## config.mk

```make
export PLATFORM = sky130hd
export DESIGN_NAME = can_mode_seq
export DESIGN_NICKNAME = d
export VERILOG_FILES = /design/src/rtl/can_mode_pkg.sv /design/src/rtl/cms_resync_cnt.sv /design/src/rtl/cms_wake_unit.sv /design/src/rtl/can_mode_seq.sv
export SDC_FILE = /design/constraint.sdc
export NUM_CORES = 1
export LEC_CHECK = 0
export CAP_MARGIN = 20
export CORE_AREA = 2 2 44 57
export DETAILED_ROUTE_END_ITERATION = 12
export DIE_AREA = 0 0 46 59
export PLACE_DENSITY = 0.84
export SLEW_MARGIN = 10
export SYNTH_ARGS = -nofsm -noshare
export SYNTH_HDL_FRONTEND = slang
export SYNTH_HIERARCHICAL = 1
export SYNTH_SLANG_ARGS = --single-unit
export TNS_END_PERCENT = 1
```

## constraint.sdc

```tcl
create_clock -name clk -period 1.55 [get_ports clk]
set_input_delay 0.31 -clock clk [delete_from_list [all_inputs] [get_ports clk]]
set_output_delay 0.31 -clock clk [all_outputs]
set_load 0.02 [all_outputs]
```

## src/rtl/can_mode_pkg.sv

```systemverilog
package can_mode_pkg;

    typedef enum logic [2:0] {
        MS_RESYNC   = 3'd0,
        MS_ACTIVE   = 3'd1,
        MS_FRZ_WAIT = 3'd2,
        MS_FROZEN   = 3'd3,
        MS_STP_BUS  = 3'd4,
        MS_STP_CORE = 3'd5,
        MS_STOPPED  = 3'd6
    } mode_e;

endpackage

```

## src/rtl/cms_resync_cnt.sv

```systemverilog
// Counts consecutive recessive bit samples; done fires on the sample that completes the run.
module cms_resync_cnt #(
    parameter int RUN_LEN = 11
) (
    input  logic clk,
    input  logic rst_n,
    input  logic clr_i,
    input  logic tick_i,
    input  logic rx_i,
    output logic done_o
);
    localparam int CW = $clog2(RUN_LEN + 1);
    localparam logic [CW-1:0] LAST = CW'(RUN_LEN - 1);

    logic [CW-1:0] run_q;

    always_ff @(posedge clk or negedge rst_n) begin
        if (!rst_n) begin
            run_q <= '0;
        end else if (clr_i) begin
            run_q <= '0;
        end else if (tick_i) begin
            if (!rx_i) begin
                run_q <= '0;
            end else if (run_q != LAST) begin
                run_q <= run_q + 1'b1;
            end else begin
                run_q <= '0;
            end
        end
    end

    assign done_o = tick_i && rx_i && (run_q == LAST);

endmodule

```

## src/rtl/cms_wake_unit.sv

```systemverilog
// Detects recessive-to-dominant edges on the receive bit and keeps the sticky wake flag.
module cms_wake_unit (
    input  logic clk,
    input  logic rst_n,
    input  logic srst_i,
    input  logic stopped_i,
    input  logic clr_i,
    input  logic rx_i,
    output logic edge_o,
    output logic flag_o
);
    logic rx_prev_q;
    logic flag_q;

    assign edge_o = stopped_i && rx_prev_q && !rx_i;

    always_ff @(posedge clk or negedge rst_n) begin
        if (!rst_n) begin
            rx_prev_q <= 1'b1;
            flag_q    <= 1'b0;
        end else begin
            rx_prev_q <= rx_i;
            if (srst_i) begin
                flag_q <= 1'b0;
            end else if (edge_o) begin
                flag_q <= 1'b1;
            end else if (clr_i) begin
                flag_q <= 1'b0;
            end
        end
    end

    assign flag_o = flag_q;

endmodule

```

## src/rtl/can_mode_seq.sv

```systemverilog
module can_mode_seq
    import can_mode_pkg::*;
#(
    parameter int RESYNC_BITS = 11
) (
    input  logic clk,
    input  logic rst_n,
    input  logic softrst_i,
    input  logic frz_line_i,
    input  logic halt_i,
    input  logic stop_i,
    input  logic selfwake_i,
    input  logic wakemsk_i,
    input  logic wake_clr_i,
    input  logic busy_all_i,
    input  logic busy_core_i,
    input  logic bus_idle_i,
    input  logic gap3_rec_i,
    input  logic rx_i,
    input  logic bit_tick_i,
    output logic presc_en_o,
    output logic clk_en_o,
    output logic tx_rec_o,
    output logic rx_ignore_o,
    output logic not_ready_o,
    output logic frz_ack_o,
    output logic stop_ack_o,
    output logic wake_flag_o,
    output logic irq_o,
    output logic ecnt_wr_ok_o,
    output logic stop_clr_o
);

    mode_e mode_q, mode_d;
    logic  nr_q, nr_d;
    logic  arm_q;
    logic  sclr_q, sclr_d;
    logic  frz_req;
    logic  run_done;
    logic  wake_edge;
    logic  abort_ok;
    mode_e abort_to;

    assign frz_req  = frz_line_i | halt_i;
    assign abort_to = nr_q ? MS_RESYNC : MS_ACTIVE;

    cms_resync_cnt #(
        .RUN_LEN (RESYNC_BITS)
    ) u_cnt (
        .clk    (clk),
        .rst_n  (rst_n),
        .clr_i  (softrst_i || (mode_q != MS_RESYNC)),
        .tick_i (bit_tick_i),
        .rx_i   (rx_i),
        .done_o (run_done)
    );

    cms_wake_unit u_wake (
        .clk       (clk),
        .rst_n     (rst_n),
        .srst_i    (softrst_i),
        .stopped_i (mode_q == MS_STOPPED),
        .clr_i     (wake_clr_i),
        .rx_i      (rx_i),
        .edge_o    (wake_edge),
        .flag_o    (wake_flag_o)
    );

    // next-state selection
    always_comb begin
        mode_d   = mode_q;
        sclr_d   = 1'b0;
        abort_ok = 1'b0;
        if (softrst_i) begin
            mode_d = MS_RESYNC;
        end else begin
            unique case (mode_q)
                MS_RESYNC: begin
                    if (frz_req)       mode_d = MS_FRZ_WAIT;
                    else if (stop_i)   mode_d = MS_STP_BUS;
                    else if (run_done) mode_d = MS_ACTIVE;
                end
                MS_ACTIVE: begin
                    if (frz_req)       mode_d = MS_FRZ_WAIT;
                    else if (stop_i)   mode_d = MS_STP_BUS;
                end
                MS_FRZ_WAIT: begin
                    if (!frz_req) begin
                        mode_d   = abort_to;
                        abort_ok = 1'b1;
                    end else if (!busy_all_i) begin
                        mode_d = MS_FROZEN;
                    end
                end
                MS_FROZEN: begin
                    if (!frz_req)      mode_d = MS_RESYNC;
                end
                MS_STP_BUS: begin
                    if (frz_req) begin
                        mode_d = MS_FRZ_WAIT;
                    end else if (!stop_i) begin
                        mode_d   = abort_to;
                        abort_ok = 1'b1;
                    end else if (bus_idle_i || gap3_rec_i) begin
                        mode_d = MS_STP_CORE;
                    end
                end
                MS_STP_CORE: begin
                    if (frz_req) begin
                        mode_d = MS_FRZ_WAIT;
                    end else if (!stop_i) begin
                        mode_d   = abort_to;
                        abort_ok = 1'b1;
                    end else if (!busy_core_i) begin
                        mode_d = MS_STOPPED;
                    end
                end
                MS_STOPPED: begin
                    if (wake_edge && arm_q) begin
                        mode_d = MS_RESYNC;
                        sclr_d = 1'b1;
                    end else if (!stop_i) begin
                        mode_d = MS_RESYNC;
                    end
                end
                default: mode_d = MS_RESYNC;
            endcase
        end
    end

    // not-ready tracks synchronization across the wait states
    always_comb begin
        nr_d = nr_q;
        unique case (mode_d)
            MS_ACTIVE:                           nr_d = 1'b0;
            MS_RESYNC, MS_FROZEN, MS_STOPPED:    nr_d = 1'b1;
            MS_FRZ_WAIT, MS_STP_BUS, MS_STP_CORE: nr_d = abort_ok ? 1'b0 : nr_q;
            default:                             nr_d = 1'b1;
        endcase
    end

    // state register
    always_ff @(posedge clk or negedge rst_n) begin
        if (!rst_n) begin
            mode_q <= MS_RESYNC;
            nr_q   <= 1'b1;
            arm_q  <= 1'b0;
            sclr_q <= 1'b0;
        end else begin
            mode_q <= mode_d;
            nr_q   <= nr_d;
            sclr_q <= sclr_d;
            if (softrst_i) begin
                arm_q <= 1'b0;
            end else if (mode_d == MS_STOPPED && mode_q != MS_STOPPED) begin
                arm_q <= selfwake_i;
            end
        end
    end

    // outputs decoded from the registered state
    always_comb begin
        presc_en_o   = 1'b1;
        clk_en_o     = 1'b1;
        rx_ignore_o  = 1'b0;
        frz_ack_o    = 1'b0;
        stop_ack_o   = 1'b0;
        ecnt_wr_ok_o = 1'b0;
        unique case (mode_q)
            MS_FROZEN: begin
                presc_en_o   = 1'b0;
                rx_ignore_o  = 1'b1;
                frz_ack_o    = 1'b1;
                ecnt_wr_ok_o = 1'b1;
            end
            MS_STOPPED: begin
                presc_en_o   = 1'b0;
                clk_en_o     = 1'b0;
                rx_ignore_o  = 1'b1;
                stop_ack_o   = 1'b1;
            end
            MS_RESYNC, MS_ACTIVE, MS_FRZ_WAIT, MS_STP_BUS, MS_STP_CORE: begin
                presc_en_o = 1'b1;
            end
            default: begin
                presc_en_o = 1'b1;
            end
        endcase
    end

    assign tx_rec_o    = nr_q;
    assign not_ready_o = nr_q;
    assign stop_clr_o  = sclr_q;
    assign irq_o       = wake_flag_o & wakemsk_i;

endmodule

```

==> metrics, run 1 <==
mean instance size in the synthesized netlist=9.048 sq um; worst-margin pin slew=0.3608 ns; final-report hold violation count=0; total via count in the routed design=871; fin crit share=106.9%; FP Rows=19; DRT antenna net count=0; number of levels in the clock H-tree=1; total wire length after detailed routing=2.455 mm; vias in the first global route=857; Antenna Cells=0; post-synthesis share of cell area spent on full adders, half adders and majority gates=2.911%; area leader, netlist=dfrtp_1; Post-route DRC=0; most frequent cells in the layout=buf_4, clkdlybuf4s50_1, dfrtp_1; switching fraction of total power=26.71%; number of synthesized register bits=12; count of distinct cell types in the synthesized netlist=43; sum of overflow across all layers after global routing=0; Worst Setup Slack, final=-0.1064 ns; worst slack at placement=-0.3218 ns; wire length of the first global-routing pass=3.829 mm; final setup vio count=5; XOR/XNOR Fraction of Synth Area=0%; initial cell density of the core=40.18%; maximum number of pins on one net before global-route repair=13; HPWL after detailed placement=1.929 mm; number of nets produced by synthesis=112; Area contributors post-synth=dfrtp_1, dfstp_2, nor2_1; clock tree from TritonCTS=done; Clock Power Share=32.9%; core box area=2140 sq um; static leakage power=0.0006055 uW; share of synthesized cell area in and, or, nand and nor gates=33.77%; Data required, critical path=1.24 ns; max-slew violation total from the final report=0; headroom to the max-slew limit=75.33%; asr flop ratio synth=100.0%; maximum fanout along the worst path=3; DR WL/cell=15.25 microns; Die Y=59 microns; VDD IR max=0.0004669 V; buffer levels on the longest clock path=2; number of violations of the max-capacitance limit=0; worst clock skew=0.003369 ns; Synth-to-Final Area Change=52.26%; Final #Nets=158; most common flop cell mapped by yosys=dfrtp_1; share of total power in sequential cells=42.9%; category of the most critical setup path=flip-flop to primary output; cell-internal power=561.0 uW; proportion of layout cells with a drive suffix above 1=42.86%; width of the chip=46 microns; top cell type's share of synthesized area=29.11%; setup TNS=-0.3495 ns; PortBufs=25; initial antenna violation count=0; count of flip-flops with a built-in enable after synthesis=0; Ys Warns=6; outcome=finished, violations left; data arrival time at the worst-slack endpoint=1.35 ns; Layout Utilization=61.17%; number of buffers inserted by post-CTS setup repair=0; clock latency on the worst-skew pair=0.27 ns; violated checks=setup timing; endpoint kind of the worst setup timing path=primary output; die area=2714 sq um; number of I/O pins=26; Clock transition at path regs=0.08 ns; area of the mapped netlist=859.6 sq um; ratio of total power to cell area=584.9 nW/um^2; total clock buffers created by CTS=3; synthesized-area fraction occupied by ao, oa, aoi and oai cells=18.63%; gate count after technology mapping=95; dominant combinational cell family by area after synthesis=simple AND/OR/NAND/NOR gates; number of sinks handled by clock tree synthesis=12; Initial DRT Pass Iterations=4; post-layout minimum cycle time=1.656 ns; Root Driver=clkbuf_4; Final Wtd Congestion=0.8169; share of cell area taken by muxes after synthesis=1.164%; leading cell type in the layout, fill and taps excluded=buf_4; element type at the critical path start=flip-flop; number of violations reported at the end of detailed-routing iteration 0=24; Vias per Instance=5.410; sequential-to-total area share from yosys stat=35.23%; Hold Crit Class=primary input to async pin; net switching power=204.4 uW; setup repair after global routing missed its margin=true; share of power burned in combinational logic=24.1%; overall track demand over capacity in global routing=19.82%; maximum clock rate=603.7 MHz
==> sequential cells by signal, summed over array words and instances, names as in the netlist <==
signal / flops
u_wake/rx_prev_q: 1
u_cnt/run_q: 4
not_ready_o: 1
mode_q: 3
u_wake/flag_o: 1
arm_q: 1
stop_clr_o: 1
==> per-stage QoR <==
stage | cells | instance area [sq um] | power, uW | hold slack (ns)
finish | 161 | 1309 | 765.5 | 0.3482
global route | 161 | 1309 | 800.6 | 0.3664
CTS | 161 | 1292 | 774.4 | 0.3439
detailed placement | 157 | 1270 | 517.5 | 0.5708
global placement | 157 | 1270 | 511.6 | 0.5485
floorplan | 95 | 880.8 | 420.6 | 0.01441
==> Yosys cell counts (all sizes together) (3+ instances only) <==
cell and n:
a21oi 5, a31oi 3, buf 6, dfrtp 10, inv 6, nand2 8, nand3 3, nand4 3
nand4b 3, nor2 13, nor2b 3, o21ai 5
==> metal layers <==
| metal | share of wire [%] | global-route usage (%) |
|---|---|---|
| met3 | 2.5 | 2.134 |
| met5 | 0 | 0 |
| met2 | 59 | 34.92 |
| met4 | 1.6 | 9.796 |
| met1 | 37 | 22.78 |
==> cells by family after synthesis <==
group | after synthesis
AOI/OAI and AO/OA | 21
DFF | 12
adders and majority gates | 2
and+or+nand+nor | 47
muxes | 1
buffers and inverters | 12
==> layout make-up <==
class                   instances  area [sq um]
repair buffers                 47         399.1
flip-flops and latches         12         302.8
well taps                      21         26.28
fillers                       179         830.8
clock buffers                   4         36.28
multi-input cells              71         521.8
inverters                       6         22.52
==> power by group through the flow <==
stage                     clock, uW  combinational, uW  sequential (uW)
after floorplan                   0               83.4              337
after detailed placement          0                183              334
after global placement            0                177              334
after CTS                       264                182              328
final                           252                185              329
after global routing            271                199              330
==> repair_timing <==
| action | CTS | global route |
|---|---|---|
| gates resized for setup | 27 | 13 |
| hold buffers | 0 | 0 |
| endpoints found under the setup margin | 13 | 12 |
| hold endpoints to repair | 0 | 0 |
| pin swaps | 2 | 1 |
==> path summary, 6_finish.rpt <==
| kind | end | startpoint | cells after the start | slack [ns] |
|---|---|---|---|---|
| min in group clk | u_wake/rx_prev_q$_DFF_PN1_ | rx_i | 1 | 0.53 |
| max in group asynchronous | u_wake/rx_prev_q$_DFF_PN1_ | rst_n | 2 | 0.97 |
| min reg2reg | u_cnt/run_q[0]$_DFFE_PN0P_ | u_cnt/run_q[0]$_DFFE_PN0P_ | 3 | 0.57 |
| max reg2reg | not_ready_o$_DFFE_PN1P_ | u_cnt/run_q[1]$_DFFE_PN0P_ | 8 | -0.09 |
| min | arm_q$_DFFE_PN0P_ | rst_n | 2 | 0.35 |
| max | presc_en_o | mode_q[1]$_DFF_PN0_ | 5 | -0.11 |
==> critical path, cell delays in order, from the launching register on <==
cell	delay, ns
dfrtp_1	0.38
nor2b_2	0.16
and2_4	0.14
or2_4	0.23
inv_2	0.06
buf_6	0.11
(Power assumes the default switching activity.)
==> run 2: changes to the inputs <==
--- a/config.mk
+++ b/config.mk
@@ -10,9 +10,9 @@
 export DETAILED_ROUTE_END_ITERATION = 12
 export DIE_AREA = 0 0 46 59
 export PLACE_DENSITY = 0.84
+export SETUP_SLACK_MARGIN = 0.15
 export SLEW_MARGIN = 10
 export SYNTH_ARGS = -nofsm -noshare
 export SYNTH_HDL_FRONTEND = slang
 export SYNTH_HIERARCHICAL = 1
 export SYNTH_SLANG_ARGS = --single-unit
-export TNS_END_PERCENT = 1
==> run 2 against run 1 <==
  * The flow still finishes with violations (setup timing)
  * Core utilization increased by 12 points
  * Critical path depth increased by 5
  * Cell count increased by 9.9%
  * Critical path type is now flip-flop to flip-flop
  * Critical endpoint is now not_ready_o$_DFFE_PN1P_
  * Highest routed layer unchanged
==> metrics, run 2 (synthesized netlist as in run 1, its figures left out) <==
maximum clock rate=596.9 MHz; total wire length after detailed routing=2.956 mm; FP Rows=19; post-detailed-placement cell area=1300 sq um; Antenna Cells=0; number of levels in the clock H-tree=1; crit path buf inv count=3; Final Wtd Congestion=0.8127; headroom to the max-slew limit=62.11%; final-report hold violation count=0; core box area=2140 sq um; vias in the first global route=1,048; cell with the biggest individual delay on the critical path=dfrtp_1; Data required, critical path=1.77 ns; endpoint kind of the worst setup timing path=flip-flop; register-to-register setup slack=-0.13 ns; Root Driver=clkbuf_4; DR WL/cell=16.70 microns; ratio of total power to cell area=518.2 nW/um^2; worst clock skew=0.004640 ns; overall track demand over capacity in global routing=22.80%; setup repair after global routing missed its margin=true; clock tree from TritonCTS=done; Worst Setup Slack, final=-0.1253 ns; most frequent cells in the layout=buf_4, buf_6, clkdlybuf4s50_1; fin crit share=108.1%; Vias per Instance=5.678; total via count in the routed design=1,005; count of hold-fix buffers inserted at cts=0; static leakage power=0.0007279 uW; PortBufs=25; CP Cell Sequence=buf_6, nor2_4, buf_6, nand3b_4, inv_4, nand2_2, and3b_1, o21ai_2, o211ai_2, a2bb2oi_2; CP max stage delay=0.41 ns; number of I/O pins=26; proportion of layout cells with a drive suffix above 1=54.49%; number of violations reported at the end of detailed-routing iteration 0=15; dominant delay contributor by cell family on the critical path=simple AND/OR/NAND/NOR gates; HPWL after detailed placement=1.906 mm; Post-route DRC=0; Synth-to-Final Area Change=80.93%; initial cell density of the core=40.18%; flip-flop count of the largest register after layout=4; worst-margin pin slew=0.5666 ns; post-route design area=1555 sq um; Clock transition at path regs=0.08 ns; leading cell type in the layout, fill and taps excluded=buf_4; sum of overflow across all layers after global routing=0; clock latency on the worst-skew pair=0.28 ns; number of violations of the max-capacitance limit=0; DRT antenna net count=0; data arrival time at the worst-slack endpoint=1.89 ns; category of the most critical setup path=flip-flop to flip-flop; Top cell by count, worst path=buf_6; number of sinks handled by clock tree synthesis=12; width of the chip=46 microns; setup TNS=-0.6502 ns; violated checks=setup timing; Final #Nets=174; maximum fanout along the worst path=3; most flop-heavy register=u_cnt/run_q; wire length of the first global-routing pass=4.485 mm; total clock buffers created by CTS=3; post-layout minimum cycle time=1.675 ns; final setup vio count=12; maximum number of pins on one net before global-route repair=13; Hold Crit Class=primary input to async pin; largest registers in the final layout=u_cnt/run_q x4, mode_q x3; max-slew violation total from the final report=0; element type at the critical path start=flip-flop; initial antenna violation count=0; Die Y=59 microns; VDD IR max=0.0004807 V; outcome=finished, violations left; Initial DRT Pass Iterations=4; buffer levels on the longest clock path=2; die area=2714 sq um
## run 2: through the flow
step                      utilization [%]  instances  worst slack [ns]  power (uW)  hold WS, ns
after detailed placement            60.76        160           -0.2903       522.7       0.5572
after global placement              60.76        160           -0.2448       515.6       0.5520
final                               72.69        177           -0.1253       805.9       0.3852
after CTS                           68.54        172          -0.09649       798.6       0.3943
after global routing                72.69        177           -0.1963       846.1       0.4187
after floorplan                         -         95          -0.07950       421.8      0.01441
## run 2: power by group
group	total (uW)	switching [uW]	internal (uW)
clock network	257	114	143
logic	219	101	118
registers	330	7.80	322
## run 2: final cells by class
| class | count | area, sq um |
|---|---|---|
| Timing Repair Buffer | 63 | 593.1 |
| Fill cell | 154 | 584.3 |
| Multi-Input combinational cell | 71 | 568.0 |
| Sequential cell | 12 | 304.0 |
| Clock buffer | 4 | 36.28 |
| Inverter | 6 | 27.53 |
| Tap cell | 21 | 26.28 |
## run 2: final timing paths
| path | from | end | depth (start not counted) |
|---|---|---|---|
| max | mode_q[0]$_DFF_PN0_ | not_ready_o$_DFFE_PN1P_ | 10 |
| max reg2reg | mode_q[0]$_DFF_PN0_ | not_ready_o$_DFFE_PN1P_ | 10 |
| max in group asynchronous | rst_n | mode_q[2]$_DFF_PN0_ | 1 |
| min | rst_n | u_cnt/run_q[0]$_DFFE_PN0P_ | 1 |
| min reg2reg | u_wake/flag_o$_DFFE_PN0P_ | u_wake/flag_o$_DFFE_PN0P_ | 2 |
| min in group clk | rx_i | u_wake/rx_prev_q$_DFF_PN1_ | 1 |
## run 2: per-layer routing
layer	track usage [%]	wire length (microns)
met4	11.02	121
met2	41.87	1678
met1	24.52	1021
met3	2.744	135
met5	0	0
## run 2: repair_timing
action,CTS,global route
pin swaps,17,10
buffers inserted,8,5
gates resized for setup,68,13
setup endpoints to repair,16,16
cloned,0,0
## run 2: worst register-to-register path, cell delays in order (launching register included)
cell and delay [ns]:
dfrtp_1 0.41, buf_6 0.13, nor2_4 0.11, buf_6 0.13, nand3b_4 0.09, inv_4 0.07, nand2_2 0.06, and3b_1 0.19
o21ai_2 0.17, o211ai_2 0.11, a2bb2oi_2 0.14
==> run 3: changes to the inputs <==
--- a/config.mk
+++ b/config.mk
@@ -10,6 +10,7 @@
 export DETAILED_ROUTE_END_ITERATION = 12
 export DIE_AREA = 0 0 46 59
 export PLACE_DENSITY = 0.84
+export REMOVE_ABC_BUFFERS = 1
 export SETUP_SLACK_MARGIN = 0.15
 export SLEW_MARGIN = 10
 export SYNTH_ARGS = -nofsm -noshare
==> run 3 against run 2 <==
  * The flow still finishes with violations (setup timing)
  * Via count shrank 8.0%
  * First-iteration DRC count grew 140%
  * Clock skew shrank 0.0027 ns
  * Die area is the same
==> metrics, run 3 (synthesized netlist as in run 1, its figures left out) <==
outcome=finished, violations left; violated checks=setup timing; largest registers in the final layout=u_cnt/run_q x4, mode_q x3; data arrival time at the worst-slack endpoint=1.38 ns; maximum fanout along the worst path=3; final-report hold violation count=0; static leakage power=0.0006727 uW; worst clock skew=0.001951 ns; wire length of the first global-routing pass=3.919 mm; Root Driver=clkbuf_4; Post-Layout Cell Count=168; element type at the critical path start=flip-flop; Clock transition at path regs=0.08 ns; core box area=2140 sq um; post-detailed-placement cell area=1260 sq um; total chip power=732.8 uW; Hold Crit Class=primary input to async pin; width of the chip=46 microns; most frequent cells in the layout=buf_4, buf_6, clkdlybuf4s50_1; total clock buffers created by CTS=3; maximum clock rate=591.3 MHz; number of levels in the clock H-tree=1; setup repair after global routing missed its margin=true; number of violations of the max-capacitance limit=0; Initial DRT Pass Iterations=4; Antenna Cells=0; endpoint kind of the worst setup timing path=primary output; number of sinks handled by clock tree synthesis=12; post-placement cell count=158; sum of overflow across all layers after global routing=0; post-layout minimum cycle time=1.691 ns; VDD IR max=0.0003806 V; Synth-to-Final Area Change=69.72%; PortBufs=25; total via count in the routed design=925; Final #Nets=166; fin crit share=109.1%; vias in the first global route=923; Die Y=59 microns; ratio of total power to cell area=502.3 nW/um^2; clock tree from TritonCTS=done; HPWL after detailed placement=1.823 mm; clock latency on the worst-skew pair=0.27 ns; flip-flop count of the largest register after layout=4; die area=2714 sq um; worst r2r path cells=11; final setup vio count=8; Final Wtd Congestion=0.8505; category of the most critical setup path=flip-flop to primary output; Worst Setup Slack, final=-0.1411 ns; Post-route DRC=0; number of violations reported at the end of detailed-routing iteration 0=36; leading cell type in the layout, fill and taps excluded=buf_4; headroom to the max-slew limit=71.69%; Vias per Instance=5.506; overall track demand over capacity in global routing=20.33%; FP Rows=19; worst-margin pin slew=0.4140 ns; proportion of layout cells with a drive suffix above 1=51.02%; max-slew violation total from the final report=0; fill count=151; buffer levels on the longest clock path=2; most flop-heavy register=u_cnt/run_q; maximum number of pins on one net before global-route repair=13; DRT antenna net count=0; DR WL/cell=16.30 microns; Data required, critical path=1.24 ns; initial antenna violation count=0; initial cell density of the core=40.18%; number of I/O pins=26; post-route design area=1459 sq um; total wire length after detailed routing=2.738 mm
run 3: cell count changes in the layout (fill, tap and decap cells not counted), sizes merged:
| cell | before | now |
|---|---|---|
| buf | 47 | 39 |
| dlymetal6s2s | 1 | 2 |
| clkdlybuf4s50 | 13 | 11 |
| dlygate4sd2 | 2 | 3 |
| clkbuf | 4 | 3 |
run 3: critical path, stage by stage (launching register included):
cell and delay [ns]:
dfrtp_1 0.41, nor2b_4 0.14, and2_4 0.16, or2_4 0.24
inv_2 0.06, buf_6 0.11
run 3: metrics by stage:
step                hold WS (ns)  setup TNS [ns]  setup WS, ns  utilization (%)
floorplan                0.01441         -0.7612       -0.2901                -
global placement          0.5424          -2.175       -0.3250            58.89
detailed placement        0.5685          -2.591       -0.3543            58.89
CTS                       0.3346         -0.4560       -0.1320            61.64
global route              0.3381          -1.273       -0.2455            68.19
finish                    0.3321         -0.6303       -0.1411            68.19
run 3: final cells by class:
cell class	count	area, sq um	area share [%]
Inverter	6	25.02	1.715
Multi-Input combinational cell	71	573.1	39.28
Timing Repair Buffer	55	506.7	34.73
Clock buffer	3	22.52	1.544
Sequential cell	12	305.3	20.93
Tap cell	21	26.28	1.801
run 3: what timing repair did:
item / CTS / global route
pin swaps: 8 / 14
cloned: 0 / 0
hold buffers: 0 / 0
setup buffers: 2 / 5
resized for setup: 64 / 25
endpoints found under the setup margin: 16 / 12
run 3: final timing paths:
check	startpoint	endpoint	slack (ns)
max	mode_q[1]$_DFF_PN0_	presc_en_o	-0.14
min	rst_n	u_cnt/run_q[2]$_DFFE_PN0P_	0.33
max reg2reg	mode_q[1]$_DFF_PN0_	not_ready_o$_DFFE_PN1P_	-0.14
min reg2reg	u_wake/flag_o$_DFFE_PN0P_	u_wake/flag_o$_DFFE_PN0P_	0.58
max in group asynchronous	rst_n	not_ready_o$_DFFE_PN1P_	0.99
min in group clk	u_wake/flag_o$_DFFE_PN0P_	u_wake/flag_o$_DFFE_PN0P_	0.58
run 3: where the power goes:
group	internal [uW]	switching, uW	leakage (uW)
clock network	89.9	104	0.0000138
logic	110	97.2	0.000504
registers	323	9.02	0.000155
run 3: layer usage:
metal	up-vias	part of all wire [%]	GRT usage, %
li1	441	-	-
met1	446	36	20.16
met2	34	58	38.89
met3	4	4.6	2.744
met4	0	1.0	9.796
met5	-	0	0
